`config.mk`:
```
export PLATFORM = sky130hd
export DESIGN_NAME = issue_stall_monitor
export DESIGN_NICKNAME = d
export VERILOG_FILES = /design/src/rtl/stall_mon_pkg.sv /design/src/rtl/stall_sat_counter.sv /design/src/rtl/stall_scoreboard.sv /design/src/rtl/stall_penalty.sv /design/src/rtl/issue_stall_monitor.sv
export SDC_FILE = /design/constraint.sdc
export NUM_CORES = 1
export LEC_CHECK = 0
export BUFFER_PORTS_ARGS = -buffer_cell sky130_fd_sc_hd__buf_2
export CORE_MARGIN = 2
export CORE_UTILIZATION = 30
export CTS_BUF_LIST = sky130_fd_sc_hd__clkbuf_8
export CTS_CLUSTER_DIAMETER = 60
export CTS_CLUSTER_SIZE = 28
export DETAILED_ROUTE_END_ITERATION = 12
export SLEW_MARGIN = 10
export SYNTH_ARGS = -nofsm -noshare
export SYNTH_HDL_FRONTEND = slang
export SYNTH_SLANG_ARGS = --single-unit
```
`constraint.sdc`:
```
create_clock -name clk -period 9.9 [get_ports clk]
set_input_delay 1.98 -clock clk [delete_from_list [all_inputs] [get_ports clk]]
set_output_delay 1.98 -clock clk [all_outputs]
set_load 0.05 [all_outputs]
```
`src/rtl/stall_mon_pkg.sv`:
```
`timescale 1ns/1ps
package stall_mon_pkg;

    localparam int unsigned REG_IDX_W = 4;
    localparam int unsigned NREGS     = 1 << REG_IDX_W;

    typedef enum logic [2:0] {
        U_EXEC  = 3'd0,
        U_CMP   = 3'd1,
        U_CTI   = 3'd2,
        U_LOAD  = 3'd3,
        U_STORE = 3'd4
    } unit_e;

    typedef struct packed {
        logic                 vld;
        logic [REG_IDX_W-1:0] idx;
    } src_t;

    // bit 0: source A is read, bit 1: source B is read
    function automatic logic [1:0] src_checks(input logic [2:0] unit);
        case (unit)
            U_EXEC, U_CMP: src_checks = 2'b11;
            U_CTI:         src_checks = 2'b01;
            default:       src_checks = 2'b00;
        endcase
    endfunction

endpackage

```
`src/rtl/stall_sat_counter.sv`:
```
`timescale 1ns/1ps
module stall_sat_counter #(
    parameter int unsigned W     = 32,
    parameter int unsigned AMT_W = 8
) (
    input  logic             clk,
    input  logic             rst,
    input  logic             clr_i,
    input  logic [AMT_W-1:0] amt_i,
    output logic [W-1:0]     cnt_o
);
    localparam int unsigned SUM_W = W + 1;

    logic [SUM_W-1:0] sum;

    assign sum = {1'b0, cnt_o} + SUM_W'(amt_i);

    always_ff @(posedge clk) begin
        if (rst || clr_i) begin
            cnt_o <= '0;
        end else if (sum[W]) begin
            cnt_o <= '1;
        end else begin
            cnt_o <= sum[W-1:0];
        end
    end
endmodule

```
`src/rtl/stall_scoreboard.sv`:
```
`timescale 1ns/1ps
module stall_scoreboard
    import stall_mon_pkg::*;
(
    input  logic                 clk,
    input  logic                 rst,
    input  logic                 boundary_i,
    input  logic                 load_i,
    input  logic [REG_IDX_W-1:0] load_idx_i,
    output logic [NREGS-1:0]     active_o
);
    logic [NREGS-1:0] pending_q;
    logic [NREGS-1:0] pending_nx;

    always_comb begin
        pending_nx = pending_q;
        if (load_i) begin
            pending_nx[load_idx_i] = 1'b1;
        end
    end

    always_ff @(posedge clk) begin
        if (rst) begin
            pending_q <= '0;
            active_o  <= '0;
        end else if (boundary_i) begin
            active_o  <= pending_nx;
            pending_q <= '0;
        end else begin
            pending_q <= pending_nx;
        end
    end
endmodule

```
`src/rtl/stall_penalty.sv`:
```
`timescale 1ns/1ps
module stall_penalty
    import stall_mon_pkg::*;
#(
    parameter int unsigned PEN_W    = 8,
    parameter int unsigned LOAD_PEN = 2,
    parameter int unsigned CTI_PEN  = 2
) (
    input  logic             valid_i,
    input  logic [2:0]       unit_i,
    input  src_t             src_a_i,
    input  src_t             src_b_i,
    input  logic             taken_i,
    input  logic [NREGS-1:0] active_i,
    output logic [PEN_W-1:0] load_add_o,
    output logic [PEN_W-1:0] cti_add_o,
    output logic             is_taken_o,
    output logic             is_untaken_o
);
    localparam int unsigned NSRC = 2;

    src_t             srcs [NSRC];
    logic [NSRC-1:0]  chk;
    logic [NSRC-1:0]  hit;
    logic [PEN_W-1:0] nhit;
    logic             is_cti;

    assign srcs[0] = src_a_i;
    assign srcs[1] = src_b_i;
    assign chk     = src_checks(unit_i);

    for (genvar i = 0; i < NSRC; i++) begin : g_src
        assign hit[i] = valid_i & chk[i] & srcs[i].vld & active_i[srcs[i].idx];
    end

    assign nhit       = PEN_W'(hit[0]) + PEN_W'(hit[1]);
    assign load_add_o = nhit * PEN_W'(LOAD_PEN);

    assign is_cti       = valid_i && (unit_i == U_CTI);
    assign is_taken_o   = is_cti & taken_i;
    assign is_untaken_o = is_cti & ~taken_i;
    assign cti_add_o    = is_taken_o ? PEN_W'(CTI_PEN) : '0;
endmodule

```
`src/rtl/issue_stall_monitor.sv`:
```
`timescale 1ns/1ps
module issue_stall_monitor
    import stall_mon_pkg::*;
#(
    parameter int unsigned CNT_W    = 32,
    parameter int unsigned CYC_W    = 4,
    parameter int unsigned PEN_W    = 8,
    parameter int unsigned LOAD_PEN = 2,
    parameter int unsigned CTI_PEN  = 2
) (
    input  logic                 clk,
    input  logic                 rst,
    input  logic                 clr_i,
    input  logic                 iss_valid_i,
    input  logic [2:0]           iss_unit_i,
    input  logic                 iss_first_i,
    input  logic                 iss_last_i,
    input  logic [CYC_W-1:0]     iss_cycles_i,
    input  logic                 src_a_vld_i,
    input  logic [REG_IDX_W-1:0] src_a_idx_i,
    input  logic                 src_b_vld_i,
    input  logic [REG_IDX_W-1:0] src_b_idx_i,
    input  logic [REG_IDX_W-1:0] dst_idx_i,
    input  logic                 taken_i,
    output logic [CNT_W-1:0]     load_stall_o,
    output logic [CNT_W-1:0]     ctrl_stall_o,
    output logic [CNT_W-1:0]     taken_cnt_o,
    output logic [CNT_W-1:0]     untaken_cnt_o,
    output logic [CNT_W-1:0]     total_cyc_o
);
    localparam int unsigned GS_W = CNT_W + 2;

    src_t             src_a, src_b;
    logic [NREGS-1:0] active;
    logic [PEN_W-1:0] load_add, cti_add;
    logic             is_taken, is_untaken;
    logic             boundary, is_load;
    logic [CNT_W-1:0] grp_acc_q, grp_base, grp_now, total_amt;
    logic [GS_W-1:0]  grp_sum;

    assign src_a    = '{vld: src_a_vld_i, idx: src_a_idx_i};
    assign src_b    = '{vld: src_b_vld_i, idx: src_b_idx_i};
    assign boundary = iss_valid_i & iss_last_i;
    assign is_load  = iss_valid_i && (iss_unit_i == U_LOAD);

    stall_scoreboard u_sb (
        .clk        (clk),
        .rst        (rst),
        .boundary_i (boundary),
        .load_i     (is_load),
        .load_idx_i (dst_idx_i),
        .active_o   (active)
    );

    stall_penalty #(
        .PEN_W    (PEN_W),
        .LOAD_PEN (LOAD_PEN),
        .CTI_PEN  (CTI_PEN)
    ) u_pen (
        .valid_i      (iss_valid_i),
        .unit_i       (iss_unit_i),
        .src_a_i      (src_a),
        .src_b_i      (src_b),
        .taken_i      (taken_i),
        .active_i     (active),
        .load_add_o   (load_add),
        .cti_add_o    (cti_add),
        .is_taken_o   (is_taken),
        .is_untaken_o (is_untaken)
    );

    // group cost: a first instruction starts from zero
    assign grp_base = iss_first_i ? '0 : grp_acc_q;
    assign grp_sum  = GS_W'(grp_base) + GS_W'(iss_cycles_i)
                    + GS_W'(load_add) + GS_W'(cti_add);
    assign grp_now  = (|grp_sum[GS_W-1:CNT_W]) ? '1 : grp_sum[CNT_W-1:0];
    assign total_amt = boundary ? grp_now : '0;

    always_ff @(posedge clk) begin
        if (rst || clr_i) begin
            grp_acc_q <= '0;
        end else if (iss_valid_i) begin
            grp_acc_q <= iss_last_i ? '0 : grp_now;
        end
    end

    stall_sat_counter #(.W(CNT_W), .AMT_W(PEN_W)) u_ld_cnt (
        .clk(clk), .rst(rst), .clr_i(clr_i), .amt_i(load_add), .cnt_o(load_stall_o));

    stall_sat_counter #(.W(CNT_W), .AMT_W(PEN_W)) u_cti_cnt (
        .clk(clk), .rst(rst), .clr_i(clr_i), .amt_i(cti_add), .cnt_o(ctrl_stall_o));

    stall_sat_counter #(.W(CNT_W), .AMT_W(1)) u_tk_cnt (
        .clk(clk), .rst(rst), .clr_i(clr_i), .amt_i(is_taken), .cnt_o(taken_cnt_o));

    stall_sat_counter #(.W(CNT_W), .AMT_W(1)) u_ut_cnt (
        .clk(clk), .rst(rst), .clr_i(clr_i), .amt_i(is_untaken), .cnt_o(untaken_cnt_o));

    stall_sat_counter #(.W(CNT_W), .AMT_W(CNT_W)) u_tot_cnt (
        .clk(clk), .rst(rst), .clr_i(clr_i), .amt_i(total_amt), .cnt_o(total_cyc_o));
endmodule

```
Word level (Yosys, flattened, before mapping). Cells that the tools add are included.

Bits in registers: 224. Input port bits: 28. Output and inout bits: 160. Logic and storage cells: 61.

Add/subtract/negate cells: 9. Order comparisons: 4. Eq/ne operators: 3. Muxes and demuxes: 18. Bitwise logic cells: 11. Reduce and logical (&&, ||, !) cells: 8.

Operator list (count): two-way mux 32 bit (9); adder 32 x 1 -> 33 bit (2); adder 33 x 8 -> 34 bit (1); adder 34 x 8 -> 34 bit (1); adder 32 x 2 -> 33 bit (1); adder 32 x 3 -> 33 bit (1); adder 32 x 32 -> 33 bit (1); adder 32 x 4 -> 33 bit (1); two-way mux 16 bit (1); OR 16 bit (1); < comparator 4 x 5 -> 1 bit (second input constant) (3); bitwise AND 1 bit (9); binary-select mux 1 bit (select 4 bit) (2); equality test 3 x 2 -> 1 bit (second input constant) (2); OR reduction 2 bit (3); demux 1 bit (select 4 bit) (1); >= comparator 4 x 1 -> 1 bit (second input constant) (1); one-hot mux 2 bit (2 select lines) (1); equality test 3 x 1 -> 1 bit (second input constant) (1); logical AND 1 bit (3); logical NOT 3 bit (1); two-way mux 1 bit (3); adder 1 x 1 -> 2 bit (1); two-way mux 2 bit (1); other kinds (2) (2).

Logic depth before layout (Yosys ltp). Gate-level depths: netlist of the first run.

Depth in word-level cells: 14. Depth in mapped cells: 27. Gate-level depth less buffers: 24.

Cells and area by module. From an unflattened synthesis of the first run, not the netlist that was laid out.

Cell total of the unflattened synthesis: 1652. Area, all modules: 14436.3 um^2.

Modules (own cells, without submodules): stall_sat_counter at u_cti_cnt ... (instances 2, cells each 201, area each 1913.1 um^2, sequential area each 640.6 um^2); issue_stall_monitor (instances 1, cells each 463, area each 3348.2 um^2, sequential area each 640.6 um^2); stall_sat_counter at u_tk_cnt ... (instances 2, cells each 174, area each 1561.5 um^2, sequential area each 640.6 um^2); stall_sat_counter at u_tot_cnt (instances 1, cells each 304, area each 2514.9 um^2, sequential area each 640.6 um^2); stall_scoreboard (instances 1, cells each 99, area each 1199.9 um^2, sequential area each 640.6 um^2); stall_penalty (instances 1, cells each 36, area each 424.2 um^2, sequential area each 0.0 um^2).

Least setup slack after synthesis of the first run. OpenSTA, ideal clock, no wires.

Path kind: input to register. From: in src_a_idx_i[0]. To: reg u_tot_cnt.cnt_o[20]. Setup time: 116 ps. Data arrival time: 7859 ps. Required time: 9784 ps. Setup slack: 1925 ps. Stages: 24. Buffers on the path: 1. Cell sequence: mux4_2 -> mux4_2 -> and4_1 -> ha_1 -> fa_1 -> ha_1 -> nor2b_1 -> o21a_1 -> o21ai_0 -> a211oi_4 -> and4_4 -> buf_2 -> nor2_1 -> nor2_1 -> ha_1 -> fa_1 -> a211oi_1 -> o21ai_1 -> o2111ai_2 -> a21oi_1 -> a21bo_2 -> a21o_1 -> a2111o_1 -> o211a_1.

Cells in the longest elaborated chain, start to end: 11.

Ends and longest elaborated chain: start, declared (line issue_stall_monitor.sv:20) `input logic [REG_IDX_W-1:0] src_a_idx_i,`; binary-select mux 1 bit (select 4 bit) * (line stall_penalty.sv:33) `assign hit[i] = valid_i & chk[i] & srcs[i].vld & active_i[srcs[i].idx];`; two-way mux 1 bit (not written as such) * (line stall_penalty.sv:33); bitwise AND 1 bit * (line stall_penalty.sv:33); adder 1 x 1 -> 2 bit * (line stall_penalty.sv:36) `assign nhit = PEN_W'(hit[0]) + PEN_W'(hit[1]);`; adder 33 x 8 -> 34 bit * (line issue_stall_monitor.sv:75) `+ GS_W'(load_add) + GS_W'(cti_add);`; adder 34 x 8 -> 34 bit * (line issue_stall_monitor.sv:75); OR reduction 2 bit (line issue_stall_monitor.sv:76) `assign grp_now = (|grp_sum[GS_W-1:CNT_W]) ? '1 : grp_sum[CNT_W-1:0];`; two-way mux 32 bit * (line issue_stall_monitor.sv:76); two-way mux 32 bit * (line issue_stall_monitor.sv:77) `assign total_amt = boundary ? grp_now : '0;`; adder 32 x 32 -> 33 bit * (line stall_sat_counter.sv:16) `assign sum = {1'b0, cnt_o} + SUM_W'(amt_i);`; two-way mux 32 bit * (line stall_sat_counter.sv:21) `end else if (sum[W]) begin`; end signal, assigned (line stall_sat_counter.sv:24) `cnt_o <= sum[W-1:0];`; end, declared (line stall_sat_counter.sv:10) `output logic [W-1:0] cnt_o`.

Every way passes the cells marked *; elsewhere a longest branch is shown, timed or not. The select of a mux whose other input is x is not followed. A chain may end at the register's enable or synchronous reset.

Worst setup path after layout of the first run.
From: in src_a_idx_i[0]. To: reg u_tot_cnt.cnt_o[27].

Same word-level chain as after synthesis.

==> results.tsv, run 1 <==
stage	metric	value	unit
worst_hold_path	Hold WC Path Type	register to register	
synth	Post-synth ARST share	0	
global_routing	largest net degree at the start of global routing	92	
detailed_routing	WL/cell	16.6	µm
cts	CTS root buf	clkbuf_8	
cts	CTS tree	built	
finish	Layout area overhead	15.8	%
cts	Clock Latency Late Sink	0.59	ns
global_routing	initial antenna violation count	4	
detailed_routing	post-DR vias/cell	5.25	
sta	Max Clk Rate	0.116	GHz
die	Die Area	42600	µm²
synth	Synth Instances	1439	
finish	post-route cell area	14200	µm²
pwr	worst ir drop on vdd	88.3	µV
placement	final RePlAce weighted congestion	0.881	
finish	most common cell after layout, fill and taps aside	dfxtp_1	
detailed_routing	vias	11200	
critical_path	CP required	10.33	ns
flow_run	Max-cap violations	0	
outcome	status	finished clean	
sta	final hold vios	0	
critical_path	r2r startpoint	u_sb.active_o[14]$_SDFFE_PP0P_	
global_routing	first-pass GRT wire length	56800	µm
sta	Worst Tran Pin Value	1.01	ns
synth	Yosys cell types	83	
placement	number of port buffers	187	
synth	sequential share of the synthesized area	0.365	
sta	Tmin final	8.63	ns
sta	hold_ws	0.454	ns
synth	Post-Syn Area	12300	µm²
critical_path	Worst setup EP type	register	
cts	hold-fix buffers at CTS	0	
die	Initial Util	0.302	
pwr	Int Pwr	1.31	mW
cts	setup bufs post-CTS	0	
sta	final setup fails	0	
synth	Mean Syn Cell Area	8.54	µm²
cts	post-CTS sizing	0	
finish	count of nets after finishing	1666	
pwr	sequential share of power	0.524	
placement	Post-DP Area	13600	µm²
pwr	P_sw	0.424	mW
critical_path	Worst Setup SP	src_a_idx_i[0]	
sta	Fin Clk Skew	0.0211	ns
die	I/O pins	188	
pwr	Gate power share	0.043	
cts	number of H-tree levels	1	
placement	dpl hpwl	25900	µm
detailed_routing	drt first pass iters	5	
synth	Most used DFF post-synth	dfxtp_1	
critical_path	Critical Path AT	9.06	ns
cts	clk sink count	224	
global_routing	GRT overflow	0	
sta	Slew HR	0.324	
critical_path	crit path launch type	input port	
synth	Post-synth EDFFs	0	
sta	RSZ-0062 raised after global routing	no	
finish	most frequent cells in the layout	dfxtp_1 (224), a21oi_1 (215), buf_2 (187)	
synth	top cell type's share of synthesized area	0.365	
die	# rows	74	
synth	Mapped Nets	1519	
finish	sequential cell area	4480	µm²
sta	Final Max Slew Viols	0	
critical_path	Setup CP Type	input port to register	
finish	footprint of the multi-input gates	7380	µm²
cts	Reg clk slew, reported paths	0.09	ns
die	core area	40600	µm²
synth	largest cells by area after synthesis	dfxtp_1 (36%), a21oi_1 (8.8%), xor2_1 (6.3%), ha_1 (4.8%), nor2_1 (3.7%)	
cts	cts bufs inserted	26	
critical_path	crit-path max FO	27	
pwr	Switching Share	0.245	
synth	area leader, netlist	dfxtp_1	
pwr	Clk pwr share	0.433	
finish	Fill cells	4206	
detailed_routing	drt drc	0	
worst_hold_path	hold_sp	u_cti_cnt.cnt_o[0]$_SDFFE_PP0P_	
pwr	Leak	5.83	nW
die	Die X	206	µm
pwr	PwrDens	122	nW/µm²
die	die extent in y	206	µm
global_routing	GRT Resource Usage Total	0.164	
detailed_routing	initial DRC count	565	
detailed_routing	post-route ant nets	0	
cts	CTS max path bufs	3	
global_routing	vias in the first global route	10700	
synth	Yosys Warn Count	0	
detailed_routing	Total Wirelength	35600	µm
finish	share of cells above drive strength 1	0.173	
sta	period utilization	0.872	
sta	setup_tns	0	ns
synth	FF+latch count, synth	224	
[synthesized netlist by cell type (7+ instances only)]
master	instances
a31oi_1	17
a211oi_1	23
nand4_1	36
buf_2	13
o211ai_1	8
nor3_1	29
nand3_1	68
nor2b_1	23
mux2i_1	14
mux4_2	10
nor4_1	7
and2_1	17
and3_1	45
dfxtp_1	224
a21oi_1	215
nand2b_1	11
nor2_1	121
xor2_1	88
inv_1	23
ha_1	47
a21o_1	29
clkbuf_1	54
o21ai_0	43
o21a_1	9
xnor2_1	51
and4_1	12
nand2_1	84
[worst paths after layout]
kind                                          end  slack [ns]  cells after the start
setup / recovery   u_tot_cnt.cnt_o[27]$_SDFF_PP0_        1.27                     25
hold reg to reg   u_cti_cnt.cnt_o[0]$_SDFFE_PP0P_        0.45                      2
setup reg to reg   u_tot_cnt.cnt_o[27]$_SDFF_PP0_        2.54                     24
hold / removal    u_cti_cnt.cnt_o[0]$_SDFFE_PP0P_        0.45                      2
[stage by stage]
step | worst slack (ns) | cells | util | power [mW]
final | 1.27 | 2141 | 0.350 | 1.73
after global routing | 0.785 | 2140 | 0.350 | 1.81
after CTS | 1.40 | 2137 | 0.350 | 1.77
after detailed placement | 0.753 | 2090 | 0.335 | 1.00
after global placement | 0.991 | 2090 | 0.335 | 1.00
after floorplan | 1.92 | 1439 | - | 0.978
[sequential cells by signal, summed over array words and instances (netlist names)]
name,count
grp_acc_q,32
u_cti_cnt.cnt_o,32
u_ld_cnt.cnt_o,32
u_sb.active_o,16
u_sb.pending_q,16
u_tk_cnt.cnt_o,32
u_tot_cnt.cnt_o,32
u_ut_cnt.cnt_o,32
[power groups by stage]
stage	sequential (mW)	clock (mW)	combinational (mW)
2_1_floorplan	0.931	0	0.0469
3_3_place_gp	0.930	0	0.0732
3_5_place_dp	0.930	0	0.0741
4_1_cts	0.909	0.787	0.0743
5_1_grt	0.910	0.814	0.0817
6_report	0.909	0.751	0.0740
[critical path, cell delays in order]
cell,delay [ns]
buf_2,0.16
mux4_2,0.51
mux4_2,0.48
and4_1,0.21
ha_1,0.36
fa_1,0.54
inv_1,0.06
fa_1,0.42
nor2b_1,0.15
o21a_1,0.17
o21ai_0,0.28
a211oi_4,0.52
nand4_4,0.44
nand2_1,0.17
mux2i_1,0.08
nor2_1,0.10
ha_1,0.32
a211oi_1,0.32
o211ai_1,0.17
a31oi_1,0.24
o21ai_0,0.14
o2111ai_1,0.23
nand3b_1,0.37
a2111oi_0,0.54
a211oi_1,0.09
[kinds of logic (layout without fill, tap and decap cells)]
logic type / count (synthesis) / count (layout) / synth area share
flops: 224 / 224 / 0.365
compound gates: 411 / 411 / 0.206
other cells: 0 / 4 / 0
mux: 24 / 24 / 0.0297
buf+inv: 100 / 266 / 0.0346
simple gates: 489 / 489 / 0.210
xor+xnor: 139 / 139 / 0.0991
fa+ha+maj: 52 / 52 / 0.0560
[final cells by class]
type	instances	share of cell area
Antenna cell	4	0.000703
Clock buffer	29	0.0280
Clock inverter	18	0.0144
Inverter	24	0.00633
Multi-Input combinational cell	1115	0.519
Sequential cell	224	0.315
Tap cell	532	0.0468
Timing Repair Buffer	195	0.0700
[metal layers]
layer | vias to the layer above | track usage | part of all wire
li1 | 5526 | - | -
met5 | - | 0 | 0
met1 | 5353 | 0.210 | 0.44
met2 | 272 | 0.266 | 0.47
met4 | 0 | 0.0640 | 0.038
met3 | 83 | 0.0382 | 0.061
No activity file was read; power rests on OpenSTA's default activity.
==> run 2: changes to the inputs <==
Settings changed: CTS_BUF_LIST sky130_fd_sc_hd__clkbuf_8 to sky130_fd_sc_hd__clkbuf_4.
==> results.tsv, run 2 (synthesis gave the netlist of run 1 again) <==
stage	metric	value	unit	change
outcome	status	finished clean		unchanged
finish	Layout area overhead	14.5	%	was 15.8%
detailed_routing	Total Wirelength	35600	µm	about the same
critical_path	R2R setup slack	2.51	ns	was 2.54 ns
die	Die Area	42600	µm²	unchanged
die	die extent in y	206	µm	unchanged
sta	final setup fails	0		unchanged
sta	Slew HR	0.330		was 0.324
cts	CTS tree	built		unchanged
finish	final core occ	0.346		was 0.350
global_routing	largest net degree at the start of global routing	92		unchanged
sta	final hold vios	0		unchanged
critical_path	Reg2Reg Depth	24		unchanged
sta	Fin Clk Skew	0.0375	ns	was 0.0211 ns
cts	clk sink count	224		unchanged
finish	most common cell after layout, fill and taps aside	dfxtp_1		unchanged
cts	CTS root buf	clkbuf_4		was clkbuf_8
cts	cts bufs inserted	26		unchanged
sta	Final Max Slew Viols	0		unchanged
detailed_routing	initial DRC count	576		was 565
critical_path	Setup CP Type	input port to register		unchanged
pwr	Leak	5.74	nW	was 5.83 nW
critical_path	crit-path max FO	27		unchanged
critical_path	CP Capture Point	u_tot_cnt.cnt_o[27]$_SDFF_PP0_		unchanged
critical_path	Worst Setup SP	src_a_idx_i[0]		unchanged
worst_hold_path	Hold WC Path Type	register to register		unchanged
finish	count of nets after finishing	1666		unchanged
sta	Worst Tran Pin Value	1.00	ns	was 1.01 ns
detailed_routing	WL/cell	16.6	µm	about the same
sta	RSZ-0062 raised after global routing	no		unchanged
flow_run	Max-cap violations	0		unchanged
critical_path	r2r startpoint	u_sb.active_o[12]$_SDFFE_PP0P_		was u_sb.active_o[14]$_SDFFE_PP0P_
sta	Tmin final	8.48	ns	was 8.63 ns
pwr	total power	1.61	mW	was 1.73 mW
cts	number of H-tree levels	1		unchanged
global_routing	GRT Resource Usage Total	0.164		about the same
detailed_routing	drt drc	0		unchanged
finish	sequential cell area	4480	µm²	unchanged
global_routing	vias in the first global route	10600		was 10,700
placement	pre-CTS setup slack	0.753	ns	unchanged
finish	Fill cells	4218		was 4,206
critical_path	CP required	10.51	ns	was 10.33 ns
critical_path	Critical Path AT	9.09	ns	was 9.06 ns
cts	hold-fix buffers at CTS	0		unchanged
detailed_routing	post-route ant nets	0		unchanged
sta	hold_ws	0.462	ns	was 0.454 ns
cts	Clock Latency Late Sink	0.77	ns	was 0.59 ns
placement	number of port buffers	187		unchanged
die	core area	40600	µm²	unchanged
critical_path	R2R Path End	u_tot_cnt.cnt_o[27]$_SDFF_PP0_		unchanged
cts	CTS max path bufs	3		unchanged
die	Initial Util	0.302		unchanged
detailed_routing	post-DR vias/cell	5.26		was 5.25
critical_path	critical path's slowest cell	fa_1		unchanged
detailed_routing	drt first pass iters	5		unchanged
detailed_routing	vias	11300		was 11,200
global_routing	first-pass GRT wire length	56700	µm	was 56,800 µm
sta	period utilization	0.857		was 0.872
finish	share of cells above drive strength 1	0.175		was 0.173
critical_path	Worst setup EP type	register		unchanged
placement	dpl hpwl	25900	µm	unchanged
placement	final RePlAce weighted congestion	0.881		unchanged
finish	footprint of the multi-input gates	7380	µm²	unchanged
cts	post-CTS sizing	0		unchanged
die	Die X	206	µm	unchanged
sta	Max Clk Rate	0.118	GHz	was 0.116 GHz
sta	final worst setup slack	1.42	ns	was 1.27 ns
die	# rows	74		unchanged
finish	most frequent cells in the layout	dfxtp_1 (224), a21oi_1 (215), buf_2 (187)		unchanged
critical_path	crit path launch type	input port		unchanged
global_routing	GRT overflow	0		unchanged
pwr	worst ir drop on vdd	74.3	µV	was 88.3 µV
pwr	PwrDens	114	nW/µm²	was 122 nW/µm²
critical_path	slowest stage delay, CP	0.55	ns	was 0.54 ns
cts	Reg clk slew, reported paths	0.14	ns	was 0.09 ns
sta	setup_tns	0	ns	unchanged
cts	setup bufs post-CTS	0		unchanged
global_routing	initial antenna violation count	6		was 4
die	I/O pins	188		unchanged
-- run 2: through the flow --
step / instances / instance area (µm²)
floorplan: 1439 / 12300
global placement: 2090 / 13600
detailed placement: 2090 / 13600
CTS: 2137 / 14100
global route: 2142 / 14100
finish: 2144 / 14100
-- run 2: how the worst min path moves through the flow --
| stage | cells past startpoint | to | slack, ns | from |
|---|---|---|---|---|
| 2_1_floorplan | 2 | u_sb.pending_q[12]$_SDFF_PP0_ | 0.42 | u_sb.pending_q[12]$_SDFF_PP0_ |
| 3_3_place_gp | 2 | u_ld_cnt.cnt_o[0]$_SDFFE_PP0P_ | 0.43 | u_ld_cnt.cnt_o[0]$_SDFFE_PP0P_ |
| 3_5_place_dp | 2 | u_cti_cnt.cnt_o[0]$_SDFFE_PP0P_ | 0.44 | u_cti_cnt.cnt_o[0]$_SDFFE_PP0P_ |
| 4_1_cts | 2 | u_cti_cnt.cnt_o[0]$_SDFFE_PP0P_ | 0.46 | u_cti_cnt.cnt_o[0]$_SDFFE_PP0P_ |
| 5_1_grt | 2 | u_sb.pending_q[10]$_SDFF_PP0_ | 0.49 | u_sb.pending_q[10]$_SDFF_PP0_ |
| 6_report | 2 | u_cti_cnt.cnt_o[0]$_SDFFE_PP0P_ | 0.46 | u_cti_cnt.cnt_o[0]$_SDFFE_PP0P_ |
-- run 2: cell type report --
| type | instances | area share |
|---|---|---|
| multi-input combinational | 1115 | 0.525 |
| sequential | 224 | 0.319 |
| timing repair buffer | 195 | 0.0708 |
| tap | 532 | 0.0473 |
| clock buffer | 32 | 0.0171 |
| clock inverter | 15 | 0.0138 |
| inverter | 24 | 0.00640 |
| antenna | 7 | 0.00125 |
-- run 2: worst max-delay path, delay by kind of cell --
family / cells / cell delay [ns]
simple gates: 6 / 1.45
mux: 3 / 1.07
buf+inv: 2 / 0.22
compound gates: 10 / 2.73
fa+ha+maj: 4 / 1.65
-- run 2: power by group --
group,leakage (nW),internal [mW],switching (mW)
Combinational,3.70,0.0235,0.0504
Clock,0.241,0.268,0.355
Sequential,1.81,0.906,0.00426
Total,5.74,1.20,0.410
-- run 2: metal layers --
| layer | up-vias | GRT usage | routed length, µm |
|---|---|---|---|
| met5 | - | 0 | 0 |
| met4 | 0 | 0.0666 | 1410 |
| met3 | 76 | 0.0367 | 2280 |
| met2 | 288 | 0.266 | 16600 |
| met1 | 5354 | 0.210 | 15200 |
| li1 | 5550 | - | - |
==> run 3: changes to the inputs <==
Settings changed: ABC_AREA set to 1.
==> results.tsv, run 3 <==
stage	metric	value	unit	change
detailed_routing	Total Wirelength	45600	µm	was 35,600 µm
sta	Fin Clk Skew	0.0501	ns	was 0.0375 ns
cts	clk sink count	224		unchanged
cts	Reg clk slew, reported paths	0.13	ns	was 0.14 ns
global_routing	largest net degree at the start of global routing	90		was 92
critical_path	Worst setup EP type	register		unchanged
finish	Fill cells	5271		was 4,218
finish	count of nets after finishing	2483		was 1,666
critical_path	Setup CP Type	input port to register		unchanged
die	I/O pins	188		unchanged
sta	Tmin final	7.21	ns	was 8.48 ns
global_routing	vias in the first global route	13700		was 10,600
synth	area leader, netlist	dfxtp_1		unchanged
synth	Synth top cells by count	nand2_1 (545), inv_1 (357), nor2_1 (227), dfxtp_1 (224), a21oi_1 (168)		was dfxtp_1 (224), a21oi_1 (215), nor2_1 (121), xor2_1 (88), nand2_1 (84)
detailed_routing	WL/cell	15.0	µm	was 16.6 µm
finish	share of cells above drive strength 1	0.137		was 0.175
detailed_routing	vias	14700		was 11,300
synth	Synth Instances	2232		was 1,439
die	Initial Util	0.302		about the same
global_routing	GRT overflow	0		unchanged
synth	Most used DFF post-synth	dfxtp_1		unchanged
synth	largest cells by area after synthesis	dfxtp_1 (31%), nand2_1 (14%), inv_1 (9.4%), nor2_1 (6.0%), a21oi_1 (5.9%)		was dfxtp_1 (36%), a21oi_1 (8.8%), xor2_1 (6.3%), ha_1 (4.8%), nor2_1 (3.7%)
critical_path	crit-path max FO	34		was 27
finish	Final Non-Filler Cells	3044		was 2,144
placement	number of port buffers	187		unchanged
global_routing	first-pass GRT wire length	72700	µm	was 56,700 µm
global_routing	GRT Resource Usage Total	0.179		was 0.164
sta	Max Clk Rate	0.139	GHz	was 0.118 GHz
finish	Layout area overhead	14.4	%	was 14.5%
pwr	PwrDens	104	nW/µm²	was 114 nW/µm²
synth	Mapped Nets	2312		was 1,519
critical_path	CP Capture Point	u_tot_cnt.cnt_o[25]$_SDFF_PP0_		was u_tot_cnt.cnt_o[27]$_SDFF_PP0_
pwr	Leak	7.82	nW	was 5.74 nW
die	die extent in y	222	µm	was 206 µm
flow_run	Max-cap violations	0		unchanged
finish	most common cell after layout, fill and taps aside	nand2_1		was dfxtp_1
sta	period utilization	0.729		was 0.857
cts	CTS tree	built		unchanged
critical_path	R2R setup slack	3.79	ns	was 2.51 ns
synth	Post-synth EDFFs	0		unchanged
finish	most frequent cells in the layout	nand2_1 (545), inv_1 (356), nor2_1 (225)		was dfxtp_1 (224), a21oi_1 (215), buf_2 (187)
pwr	worst ir drop on vdd	66.4	µV	was 74.3 µV
cts	number of H-tree levels	1		unchanged
placement	final RePlAce weighted congestion	0.933		was 0.881
critical_path	critical path's slowest cell	nand4_1		was fa_1
placement	pre-CTS setup slack	1.82	ns	was 0.753 ns
sta	final hold vios	0		unchanged
global_routing	initial antenna violation count	3		was 6
worst_hold_path	Hold WC Path Type	register to register		unchanged
sta	RSZ-0062 raised after global routing	no		unchanged
critical_path	Reg2Reg Depth	27		was 24
critical_path	Most common cell on crit path	nand2_1		
outcome	status	finished clean		unchanged
sta	final worst setup slack	2.69	ns	was 1.42 ns
critical_path	slowest stage delay, CP	0.79	ns	was 0.55 ns
detailed_routing	post-route ant nets	0		unchanged
critical_path	Critical Path AT	7.94	ns	was 9.09 ns
placement	dpl hpwl	34900	µm	was 25,900 µm
synth	Yosys Warn Count	0		unchanged
sta	setup_tns	0	ns	unchanged
die	# rows	80		was 74
synth	sequential share of the synthesized area	0.313		was 0.365
die	Die Area	49500	µm²	was 42,600 µm²
critical_path	crit path launch type	input port		unchanged
sta	Slew HR	0.334		was 0.330
placement	Post-DP Area	15800	µm²	was 13,600 µm²
cts	post-CTS sizing	0		unchanged
pwr	total power	1.70	mW	was 1.61 mW
synth	Post-synth ARST share	0		unchanged
detailed_routing	drt drc	0		unchanged
sta	Final Max Slew Viols	0		unchanged
synth	Post-Syn Area	14300	µm²	was 12,300 µm²
cts	CTS max path bufs	3		unchanged
synth	Mean Syn Cell Area	6.41	µm²	was 8.54 µm²
synth	Yosys cell types	50		was 83
sta	final setup fails	0		unchanged
critical_path	r2r startpoint	u_sb.active_o[1]$_SDFFE_PP0P_		was u_sb.active_o[12]$_SDFFE_PP0P_
sta	Worst Tran Pin Value	1.00	ns	about the same
cts	setup bufs post-CTS	0		unchanged
worst_hold_path	Cells on Worst Hold Path	2		unchanged
placement	Post-Place Cells	2986		was 2,090
detailed_routing	drt first pass iters	6		was 5
die	Die X	222	µm	was 206 µm
detailed_routing	initial DRC count	972		was 576
synth	top cell type's share of synthesized area	0.313		was 0.365
cts	Clock Latency Late Sink	0.82	ns	was 0.77 ns
cts	CTS root buf	clkbuf_4		unchanged
synth	top-count cell post-synth	nand2_1		was dfxtp_1
critical_path	CP required	10.63	ns	was 10.51 ns
die	core area	47400	µm²	was 40,600 µm²
critical_path	Worst Setup SP	iss_valid_i		was src_a_idx_i[0]
synth	FF+latch count, synth	224		unchanged
cts	cts bufs inserted	30		was 26
finish	post-route cell area	16400	µm²	was 14,100 µm²
cts	hold-fix buffers at CTS	0		unchanged
critical_path	R2R Path End	u_tot_cnt.cnt_o[25]$_SDFF_PP0_		was u_tot_cnt.cnt_o[27]$_SDFF_PP0_
detailed_routing	post-DR vias/cell	4.84		was 5.26
==> run 3: worst min path at each step <==
stage                                        from                            end  slack, ns
detailed placement  u_sb.pending_q[15]$_SDFF_PP0_  u_sb.pending_q[15]$_SDFF_PP0_       0.44
CTS                 u_sb.pending_q[13]$_SDFF_PP0_  u_sb.pending_q[13]$_SDFF_PP0_       0.48
floorplan           u_sb.pending_q[13]$_SDFF_PP0_  u_sb.pending_q[13]$_SDFF_PP0_       0.42
global route        u_sb.pending_q[11]$_SDFF_PP0_  u_sb.pending_q[11]$_SDFF_PP0_       0.50
finish              u_sb.pending_q[13]$_SDFF_PP0_  u_sb.pending_q[13]$_SDFF_PP0_       0.47
global placement     u_sb.pending_q[5]$_SDFF_PP0_   u_sb.pending_q[5]$_SDFF_PP0_       0.43
==> run 3: through the flow <==
step                      hold WS (ns)  utilization
after floorplan                  0.421            -
after global placement           0.434        0.333
after detailed placement         0.444        0.333
after CTS                        0.479        0.345
after global routing             0.497        0.345
final                            0.471        0.345
==> run 3: critical path, delay by kind of cell <==
| family | cells | cell delay [ns] |
|---|---|---|
| compound gates | 6 | 1.30 |
| fa+ha+maj | 4 | 1.68 |
| buf+inv | 6 | 0.85 |
| simple gates | 11 | 2.14 |
==> run 3: power by group <==
part           switching (mW)  internal, mW
Clock                   0.451         0.278
Combinational          0.0529        0.0164
Sequential            0.00103         0.903
==> run 3: routing by layer <==
| layer | track usage | wire [µm] |
|---|---|---|
| met5 | 0 | 0 |
| met4 | 0.0504 | 1050 |
| met3 | 0.0250 | 2410 |
| met2 | 0.306 | 21700 |
| met1 | 0.235 | 20400 |
==> run 3: kinds of logic (layout without fill, tap and decap cells) <==
logic type                 after synthesis  count (layout)  share of synthesized area
buffers and inverters                  421             616                      0.115
xor gates and xnor gates                83              83                     0.0508
adders and majority gates               52              52                     0.0481
and+or+nand+nor                       1132            1132                      0.354
AOI/OAI and AO/OA                      320             320                      0.118
DFF                                    224             224                      0.313
other                                    0               2                          0
==> run 3: area by class of cell <==
class / count / area (µm²) / share of cell area
Clock inverter: 24 / 323 / 0.0197
Inverter: 366 / 1380 / 0.0841
Sequential cell: 224 / 4480 / 0.274
Clock buffer: 32 / 240 / 0.0147
Tap cell: 615 / 769 / 0.0470
Multi-Input combinational cell: 1587 / 8190 / 0.500
Antenna cell: 2 / 5.00 / 0.000306
Timing Repair Buffer: 194 / 988 / 0.0604
